$ cat src/rtl/cfg_unlock_pkg.sv
package cfg_unlock_pkg;

  localparam logic [15:0] IDX_PORT_PRI = 16'h002E;
  localparam logic [15:0] IDX_PORT_ALT = 16'h004E;

  localparam logic [7:0] KEY_B0       = 8'h87;
  localparam logic [7:0] KEY_B1       = 8'h01;
  localparam logic [7:0] KEY_B2       = 8'h55;
  localparam logic [7:0] KEY_LAST_PRI = 8'h55;
  localparam logic [7:0] KEY_LAST_ALT = 8'hAA;

  localparam logic [7:0] REG_LOCK    = 8'h02;
  localparam logic [7:0] LOCK_VAL    = 8'h02;
  localparam logic [7:0] REG_LDN     = 8'h07;
  localparam logic [7:0] REG_ID_HI   = 8'h20;
  localparam logic [7:0] REG_ID_LO   = 8'h21;
  localparam logic [7:0] REG_FCTL    = 8'h24;
  localparam logic [7:0] REG_BASE_HI = 8'h64;
  localparam logic [7:0] REG_BASE_LO = 8'h65;

  typedef enum logic [2:0] {
    RS_NONE, RS_IDX, RS_LDN, RS_IDH, RS_IDL, RS_FCTL, RS_BHI, RS_BLO
  } rdSel_e;

  typedef struct packed {
    logic   wrLdn;
    logic   wrFctl;
    logic   wrBaseHi;
    logic   wrBaseLo;
    logic   rdEn;
    rdSel_e rdSel;
  } cfgStrb_t;

endpackage

$ cat src/rtl/cfg_ctrl.sv
module cfg_ctrl
  import cfg_unlock_pkg::*;
#(
  parameter int          ADDR_W    = 16,
  parameter logic [7:0]  FLASH_LDN = 8'd7
) (
  input  logic              clk,
  input  logic              rstN,
  input  logic              strapAlt,
  input  logic              ioWr,
  input  logic              ioRd,
  input  logic [ADDR_W-1:0] ioAddr,
  input  logic [7:0]        ioWdata,
  input  logic [7:0]        ldnCur,
  output cfgStrb_t          strb,
  output logic [7:0]        idxCur,
  output logic              unlocked
);

  logic [ADDR_W-1:0] idxAddr;
  logic [ADDR_W-1:0] dataAddr;
  logic              idxHit;
  logic              dataHit;
  logic [1:0]        keyStep;
  logic [7:0]        keyByte;
  logic              relock;
  logic              regWr;
  logic              bankOk;

  assign idxAddr  = strapAlt ? ADDR_W'(IDX_PORT_ALT) : ADDR_W'(IDX_PORT_PRI);
  assign dataAddr = idxAddr + ADDR_W'(1);
  assign idxHit   = (ioAddr == idxAddr);
  assign dataHit  = (ioAddr == dataAddr);

  always_comb begin
    case (keyStep)
      2'd0:    keyByte = KEY_B0;
      2'd1:    keyByte = KEY_B1;
      2'd2:    keyByte = KEY_B2;
      default: keyByte = strapAlt ? KEY_LAST_ALT : KEY_LAST_PRI;
    endcase
  end

  assign regWr  = unlocked && ioWr && dataHit;
  assign relock = regWr && (idxCur == REG_LOCK) && (ioWdata == LOCK_VAL);
  assign bankOk = (ldnCur == FLASH_LDN);

  always_ff @(posedge clk) begin
    if (!rstN) begin
      keyStep  <= 2'd0;
      unlocked <= 1'b0;
      idxCur   <= 8'h00;
    end else begin
      if (ioWr && idxHit) begin
        if (unlocked) begin
          idxCur <= ioWdata;
        end else if (ioWdata == keyByte) begin
          if (keyStep == 2'd3) begin
            unlocked <= 1'b1;
            keyStep  <= 2'd0;
          end else begin
            keyStep <= keyStep + 2'd1;
          end
        end else if (ioWdata == KEY_B0) begin
          keyStep <= 2'd1;
        end else begin
          keyStep <= 2'd0;
        end
      end
      if (relock) unlocked <= 1'b0;
    end
  end

  always_comb begin
    strb          = '0;
    strb.wrLdn    = regWr && (idxCur == REG_LDN);
    strb.wrFctl   = regWr && (idxCur == REG_FCTL);
    strb.wrBaseHi = regWr && bankOk && (idxCur == REG_BASE_HI);
    strb.wrBaseLo = regWr && bankOk && (idxCur == REG_BASE_LO);
    strb.rdEn     = ioRd && (idxHit || dataHit);
    strb.rdSel    = RS_NONE;
    if (unlocked) begin
      if (idxHit) begin
        strb.rdSel = RS_IDX;
      end else begin
        case (idxCur)
          REG_LDN:     strb.rdSel = RS_LDN;
          REG_ID_HI:   strb.rdSel = RS_IDH;
          REG_ID_LO:   strb.rdSel = RS_IDL;
          REG_FCTL:    strb.rdSel = RS_FCTL;
          REG_BASE_HI: strb.rdSel = bankOk ? RS_BHI : RS_NONE;
          REG_BASE_LO: strb.rdSel = bankOk ? RS_BLO : RS_NONE;
          default:     strb.rdSel = RS_NONE;
        endcase
      end
    end
  end

  // no register write strobe while locked
  p_locked_quiet_r5: assert property (@(posedge clk) disable iff (!rstN)
    !unlocked |-> !(strb.wrLdn || strb.wrFctl || strb.wrBaseHi || strb.wrBaseLo));

  // the port opens only from the last key step
  p_unlock_from_last_r2: assert property (@(posedge clk) disable iff (!rstN)
    $rose(unlocked) |-> ($past(keyStep) == 2'd3));

  // matcher stays idle while open
  p_matcher_idle_r2: assert property (@(posedge clk) disable iff (!rstN)
    unlocked |-> (keyStep == 2'd0));

  // relock write closes the port
  p_relock_r7: assert property (@(posedge clk) disable iff (!rstN)
    (unlocked && ioWr && dataHit && idxCur == REG_LOCK && ioWdata == LOCK_VAL)
      |=> !unlocked);

  // bank registers written only with the flash device selected
  p_bank_gate_r9: assert property (@(posedge clk) disable iff (!rstN)
    (strb.wrBaseHi || strb.wrBaseLo) |-> (ldnCur == FLASH_LDN));

endmodule

$ cat src/rtl/cfg_data.sv
module cfg_data
  import cfg_unlock_pkg::*;
#(
  parameter logic [15:0] CHIP_ID = 16'h8716,
  parameter logic [7:0]  CTL_RST = 8'h00
) (
  input  logic       clk,
  input  logic       rstN,
  input  cfgStrb_t   strb,
  input  logic [7:0] wdata,
  input  logic [7:0] idxCur,
  output logic [7:0] ldnReg,
  output logic [7:0] fctlReg,
  output logic [15:0] baseReg,
  output logic [7:0] rdData,
  output logic       rdValid
);

  logic [7:0] rdMux;

  always_ff @(posedge clk) begin
    if (!rstN) begin
      ldnReg  <= 8'h00;
      fctlReg <= CTL_RST;
      baseReg <= 16'h0000;
    end else begin
      if (strb.wrLdn)    ldnReg       <= wdata;
      if (strb.wrFctl)   fctlReg      <= wdata;
      if (strb.wrBaseHi) baseReg[15:8] <= wdata;
      if (strb.wrBaseLo) baseReg[7:0]  <= wdata;
    end
  end

  always_comb begin
    case (strb.rdSel)
      RS_IDX:  rdMux = idxCur;
      RS_LDN:  rdMux = ldnReg;
      RS_IDH:  rdMux = CHIP_ID[15:8];
      RS_IDL:  rdMux = CHIP_ID[7:0];
      RS_FCTL: rdMux = fctlReg;
      RS_BHI:  rdMux = baseReg[15:8];
      RS_BLO:  rdMux = baseReg[7:0];
      default: rdMux = 8'hFF;
    endcase
  end

  always_ff @(posedge clk) begin
    if (!rstN) begin
      rdData  <= 8'hFF;
      rdValid <= 1'b0;
    end else begin
      rdValid <= strb.rdEn;
      if (strb.rdEn) rdData <= rdMux;
    end
  end

  // flash-control byte moves only on its write strobe
  p_fctl_hold_r10: assert property (@(posedge clk) disable iff (!rstN)
    !strb.wrFctl |=> $stable(fctlReg));

  // valid follows a read request by one cycle
  p_rd_valid_r11: assert property (@(posedge clk) disable iff (!rstN)
    rdValid |-> $past(strb.rdEn));

  // base bytes move only on their strobes
  p_base_hold_r9: assert property (@(posedge clk) disable iff (!rstN)
    !(strb.wrBaseHi || strb.wrBaseLo) |=> $stable(baseReg));

endmodule

$ cat src/rtl/cfg_unlock_top.sv
module cfg_unlock_top
  import cfg_unlock_pkg::*;
#(
  parameter int          ADDR_W    = 16,
  parameter logic [15:0] CHIP_ID   = 16'h8716,
  parameter logic [7:0]  CTL_RST   = 8'h00,
  parameter logic [7:0]  FLASH_LDN = 8'd7
) (
  input  logic              clk,
  input  logic              rstN,
  input  logic              strapAlt,
  input  logic              ioWr,
  input  logic              ioRd,
  input  logic [ADDR_W-1:0] ioAddr,
  input  logic [7:0]        ioWdata,
  output logic [7:0]        ioRdata,
  output logic              ioRdValid,
  output logic              cfgUnlocked,
  output logic [7:0]        ldnSel,
  output logic              flashSuspend,
  output logic [2:0]        flashSegEn,
  output logic              flashHostWrEn,
  output logic              flashPinAlt,
  output logic [15:0]       flashIoBase
);

  cfgStrb_t   strb;
  logic [7:0] idxCur;
  logic [7:0] fctlReg;

  cfg_ctrl #(.ADDR_W(ADDR_W), .FLASH_LDN(FLASH_LDN)) uCtrl (
    .clk(clk), .rstN(rstN), .strapAlt(strapAlt),
    .ioWr(ioWr), .ioRd(ioRd), .ioAddr(ioAddr), .ioWdata(ioWdata),
    .ldnCur(ldnSel), .strb(strb), .idxCur(idxCur), .unlocked(cfgUnlocked)
  );

  cfg_data #(.CHIP_ID(CHIP_ID), .CTL_RST(CTL_RST)) uData (
    .clk(clk), .rstN(rstN), .strb(strb), .wdata(ioWdata), .idxCur(idxCur),
    .ldnReg(ldnSel), .fctlReg(fctlReg), .baseReg(flashIoBase),
    .rdData(ioRdata), .rdValid(ioRdValid)
  );

  assign flashSuspend  = fctlReg[0];
  assign flashSegEn    = fctlReg[3:1];
  assign flashHostWrEn = fctlReg[4];
  assign flashPinAlt   = fctlReg[5];

endmodule

$ cat config.mk
export PLATFORM = sky130hd
export DESIGN_NAME = cfg_unlock_top
export DESIGN_NICKNAME = d
export VERILOG_FILES = /design/src/rtl/cfg_unlock_pkg.sv /design/src/rtl/cfg_ctrl.sv /design/src/rtl/cfg_data.sv /design/src/rtl/cfg_unlock_top.sv
export SDC_FILE = /design/constraint.sdc
export NUM_CORES = 1
export LEC_CHECK = 0
export CORE_UTILIZATION = 51
export CTS_BUF_LIST = sky130_fd_sc_hd__clkbuf_8
export DETAILED_ROUTE_END_ITERATION = 7
export PLACE_DENSITY = 0.82
export SYNTH_ARGS = -nofsm -noshare
export SYNTH_HDL_FRONTEND = slang
export SYNTH_SLANG_ARGS = --single-unit
$ cat constraint.sdc
create_clock -name clk -period 4.1 [get_ports clk]
set_input_delay 0.615 -clock clk [delete_from_list [all_inputs] [get_ports clk]]
set_output_delay 0.615 -clock clk [all_outputs]
set_load 0.05 [all_outputs]
======== Word-level counts from Yosys, hierarchy flattened ========
Index checks and enable logic that the tools add are counted.
W data, S select, Z words.
word-level totals
  output and inout port bits .............. 40
  bits in registers ....................... 52
  logic and storage cells ................. 67
operators by class
  equal/unequal tests ..................... 23
  mux-type cells .......................... 15
  reduce and logical (&&, ||, !) cells .... 16
  bitwise logic cells ..................... 2
  $add $sub $neg .......................... 2
operators with widths
  cell                     count
  $pmux W8 S7              1
  $eq A16 B16 Y1           2
  $eq A8 B6 Y1 const B     3
  $pmux W8 S3              1
  $pmux W3 S6              1
  $add A16 B1 Y16 const B  1
  $eq A8 B2 Y1 const B     2
  $eq A8 B3 Y1 const B     2
  $eq A8 B7 Y1 const B     2
  $eq A3 B3 Y1 const B     4
  $mux W3                  4
  $logic_and A1 B1 Y1      11
  $eq A8 B8 Y1             1
  $eq A8 B8 Y1 const B     1
  $mux W8                  1
  $mux W7                  1
  $eq A3 B2 Y1 const B     2
  $eq A2 B2 Y1 const B     2
  $mux W1                  4
  $mux W2                  2
  $reduce_and A2 Y1        2
  $eq A3 B1 Y1 const B     1
  $add A2 B1 Y2 const B    1
  $eq A2 B1 Y1 const B     1
  4 further kinds          5

======== Longest topological paths before layout ========
  word-level depth ........................ 7
  mapped depth ............................ 8

======== Modules after synthesis ========
From an unflattened synthesis, not the netlist that was laid out.
second synthesis, totals
  cells, all modules ...................... 309
  area total of the unflattened synthesis .. 2865.2 sq um
modules (own cells, without submodules)
  module    cells each  instances  area an instance (sq um)
  cfg_data  192         1          1894.3
  cfg_ctrl  117         1          970.9

======== Least setup slack after synthesis ========
Ideal clock, no wire load.
  path type ............................... input-to-reg
  start ................................... input port ioAddr[9]
  end ..................................... register uData.rdData[0]
  path slack .............................. 1.707 ns
  setup time .............................. 0.135 ns
  data required time ...................... 3.965 ns
  arrival ................................. 2.257 ns
  stages on the path ...................... 6
  path through ............................ nor4_1 nand4_1 o31ai_2 nor3_1 a2111oi_0 a31oi_1
between the ends
  cells in the longest elaborated chain, start to end .. 5
ends and longest elaborated chain
  what                                  RTL line              RTL
  from (decl)                           cfg_unlock_top.sv:14  input logic [ADDR_W-1:0] ioAddr,
  $eq A16 B16 Y1                        cfg_ctrl.sv:32        assign idxHit = (ioAddr == idxAddr);
  $mux W3                               cfg_ctrl.sv:83        if (idxHit) begin
  $mux W3                               cfg_ctrl.sv:82        if (unlocked) begin
  $eq A3 B3 Y1 (tied with other cells)  cfg_data.sv:35        case (strb.rdSel)
  $pmux W8 S7                           cfg_data.sv:35
  to (signal assigned)                  cfg_data.sv:53        if (strb.rdEn) rdData <= rdMux;
  to (decl)                             cfg_data.sv:15        output logic [7:0] rdData,
Several ways; a longest one is shown, not always the timed one.
A chain may end at the register's enable or synchronous reset.

======== Worst setup path in the final report ========
Ends and elaborated chain as after synthesis.

==> reports/qor.yml <==
status: "complete, no violations"
reg2reg_setup_slack_ns: 1.65
holdBufCountCts: 0
ys_types: 57
nNetsFinal: 448
row_count: 26
drive_above_1_share_pct: 6.24
rsz0062_at_grt: "false"
die_w_um: 77.0
final_util_pct: 69.7
relSlewSlack_pct: 47.7
setup_violations: 0
die_h_um: 77.0
p_leak_uw: 0.00118
grt_pass1_wl_um: 14600
yosysWarnings: 0
yosys_most_used_dff: "dfxtp_1"
timing.final.crit_share_pct: 71.2
fin_skew_ns: 0.0105
place_area_mm2: 0.00356
initial_core_util_pct: 54.5
cts_buffers: 5
r2r-start: "uCtrl.idxCur[0]"
yosysSeqAreaShare_pct: 36.3
min_period_ns: 2.92
cts_buffer_depth: 2
core-area_mm2: 0.00527
synth-async-reset-ratio_pct: 0
insertion_delay_ns: 0.31
r2r_end: "uData.rdData[4]"
firstDrtPassIters: 5
clkSinkCount: 52
worst_pin_slew_ns: 0.778
antenna_found_initial: 0
gp_congestion: 0.948
clk_pin_slew_ns: 0.10
port_buffers: 68
finalMaxSlewViolations: 0
synth_common_cells: "52 x dfxtp_1, 52 x nand2_1, 44 x nor2_1"
cp.arrival_ns: 3.11
min_to: "uData.baseReg[0]"
final_area_mm2: 0.00367
grt_max_degree: 43
ys_ff_latch: 52
vias: 3005
ctsResizeCount: 0
synthCells: 360
critPathKind: "in -> reg"
ant_nets: 0
synth_top_area_cell: "dfxtp_1"
wl_per_cell_um: 18.2
hold_slack_ns: 0.489
power_density_mw_per_mm2: 250
synth_edf_count: 0
cts_setup_buffers: 0
finalHoldViolations: 0
cp-start-kind: "input port"
area_growth_pct: 28.0
avgViaCountPerCell: 6.17
max_freq_mhz: 342
cap_violations: 0
grt_usage_pct: 31.4
syn_area_mm2: 0.00287
routed_wl_um: 8860
hold_start: "uData.baseReg[0]"
drc: 0
path_max_fanout: 9
hpwl_um: 6490
cp.required_ns: 4.29
r2r_cells: 6
gr-total-overflow: 0
htreeDepth: 2
num_io_pins: 69
finalSetupTns_ns: 0
die_area_mm2: 0.00593
cts_tree: "built"
grt_pass1_vias: 2883
min_path_type: "reg -> reg"
worst_setup_path_end_kind: "register"
cts_root_buf: "clkbuf_8"
drt-initial-drc-count: 217
synth_nets: 392
synth_top_area_share_pct: 36.3
vdd_ir_drop_max_mv: 0.202
synth_area_per_cell_um2: 7.97
netlist_top_cells_area: "dfxtp_1 36%, mux2i_1 9.4%, nand2_1 6.8%, nor2_1 5.8%, a21oi_1 4.9%"
antenna_cells: 0
hold-path-cell-count: 2
==> registers in the layout, summed over array words and instances (netlist names) <==
signal          count
uData.baseReg      16
uCtrl.idxCur        8
uData.fctlReg       8
uData.ldnReg        8
uData.rdData        8
uCtrl.keyStep       2
uCtrl.unlocked      1
uData.rdValid       1
==> through the flow <==
stage               power, uW  setup WS [ns]  cells
floorplan                 537           1.71    360
global placement          578           1.00    479
detailed placement        579          0.912    479
CTS                       921           1.24    487
global route              948          0.836    487
finish                    918           1.18    487
==> final cells by class <==
type                            count  area [um2]
Multi-Input combinational cell    277        1690
Timing Repair Buffer               73         718
Fill cell                         494        1600
Sequential cell                    52        1040
Inverter                            7        26.3
Clock buffer                        5        68.8
Tap cell                           70        87.6
Clock inverter                      3        42.5
==> worst max-delay path by stage <==
stage,slack (ns),end,from
2_1_floorplan,1.71,uData.rdData[0],ioAddr[9]
3_3_place_gp,1.00,uData.rdData[0],ioAddr[9]
3_5_place_dp,0.91,uData.rdData[0],ioAddr[9]
4_1_cts,1.24,uData.rdData[0],ioAddr[9]
5_1_grt,0.84,uData.rdData[0],ioAddr[9]
6_report,1.18,uData.rdData[0],ioAddr[9]
==> metal layers <==
metal | wire length (um) | GRT usage [%] | up-vias
met5 | 0 | 0 | -
met4 | 173 | 10.0 | 0
met3 | 679 | 4.29 | 23
met2 | 4170 | 53.3 | 162
met1 | 3840 | 40.8 | 1416
li1 | - | - | 1404
==> cell usage in the layout, fill, tap and decap left out, drive strengths merged, types with 3 or more instances in the layout <==
master / instances
nor4b: 3
dfxtp: 52
nor2: 45
a2111oi: 3
a21oi: 28
a211o: 3
nand4: 7
ha: 3
clkdlybuf4s50: 68
nand2: 52
or3: 3
o211a: 3
inv: 6
buf: 5
a31oi: 8
nand3: 10
nor4: 8
clkbuf: 5
nand2b: 5
o21ai: 12
mux2i: 27
and2: 5
or4b: 4
a211oi: 4
and3: 4
nor3b: 5
nor3: 10
==> report_power, final <==
group | total [uW] | leakage (uW) | internal (uW) | switching (uW)
Sequential | 505 | 0.000419 | 505 | 0.000189
Clock | 350 | 0.0000541 | 181 | 169
Combinational | 63.8 | 0.000705 | 30.3 | 33.5
Total | 918 | 0.00118 | 716 | 202
==> worst max-delay path: stages <==
cell and delay (ns):
clkdlybuf4s50_1 0.40, nor4_1 0.38, nand4_1 0.23, o31ai_2 0.68, nor3_1 0.20, a2111oi_0 0.47
a31oi_1 0.14
==> kinds of logic (layout without fill, tap and decap cells) <==
kind of cell	Yosys count	after routing	share of synthesized area (%)
compound gates	73	73	16.2
fa+ha+maj	3	3	1.31
buf+inv	31	88	4.84
flops	52	52	36.3
mux	29	29	10.2
simple gates	172	172	31.2
Power figures use the tool's default switching activity.
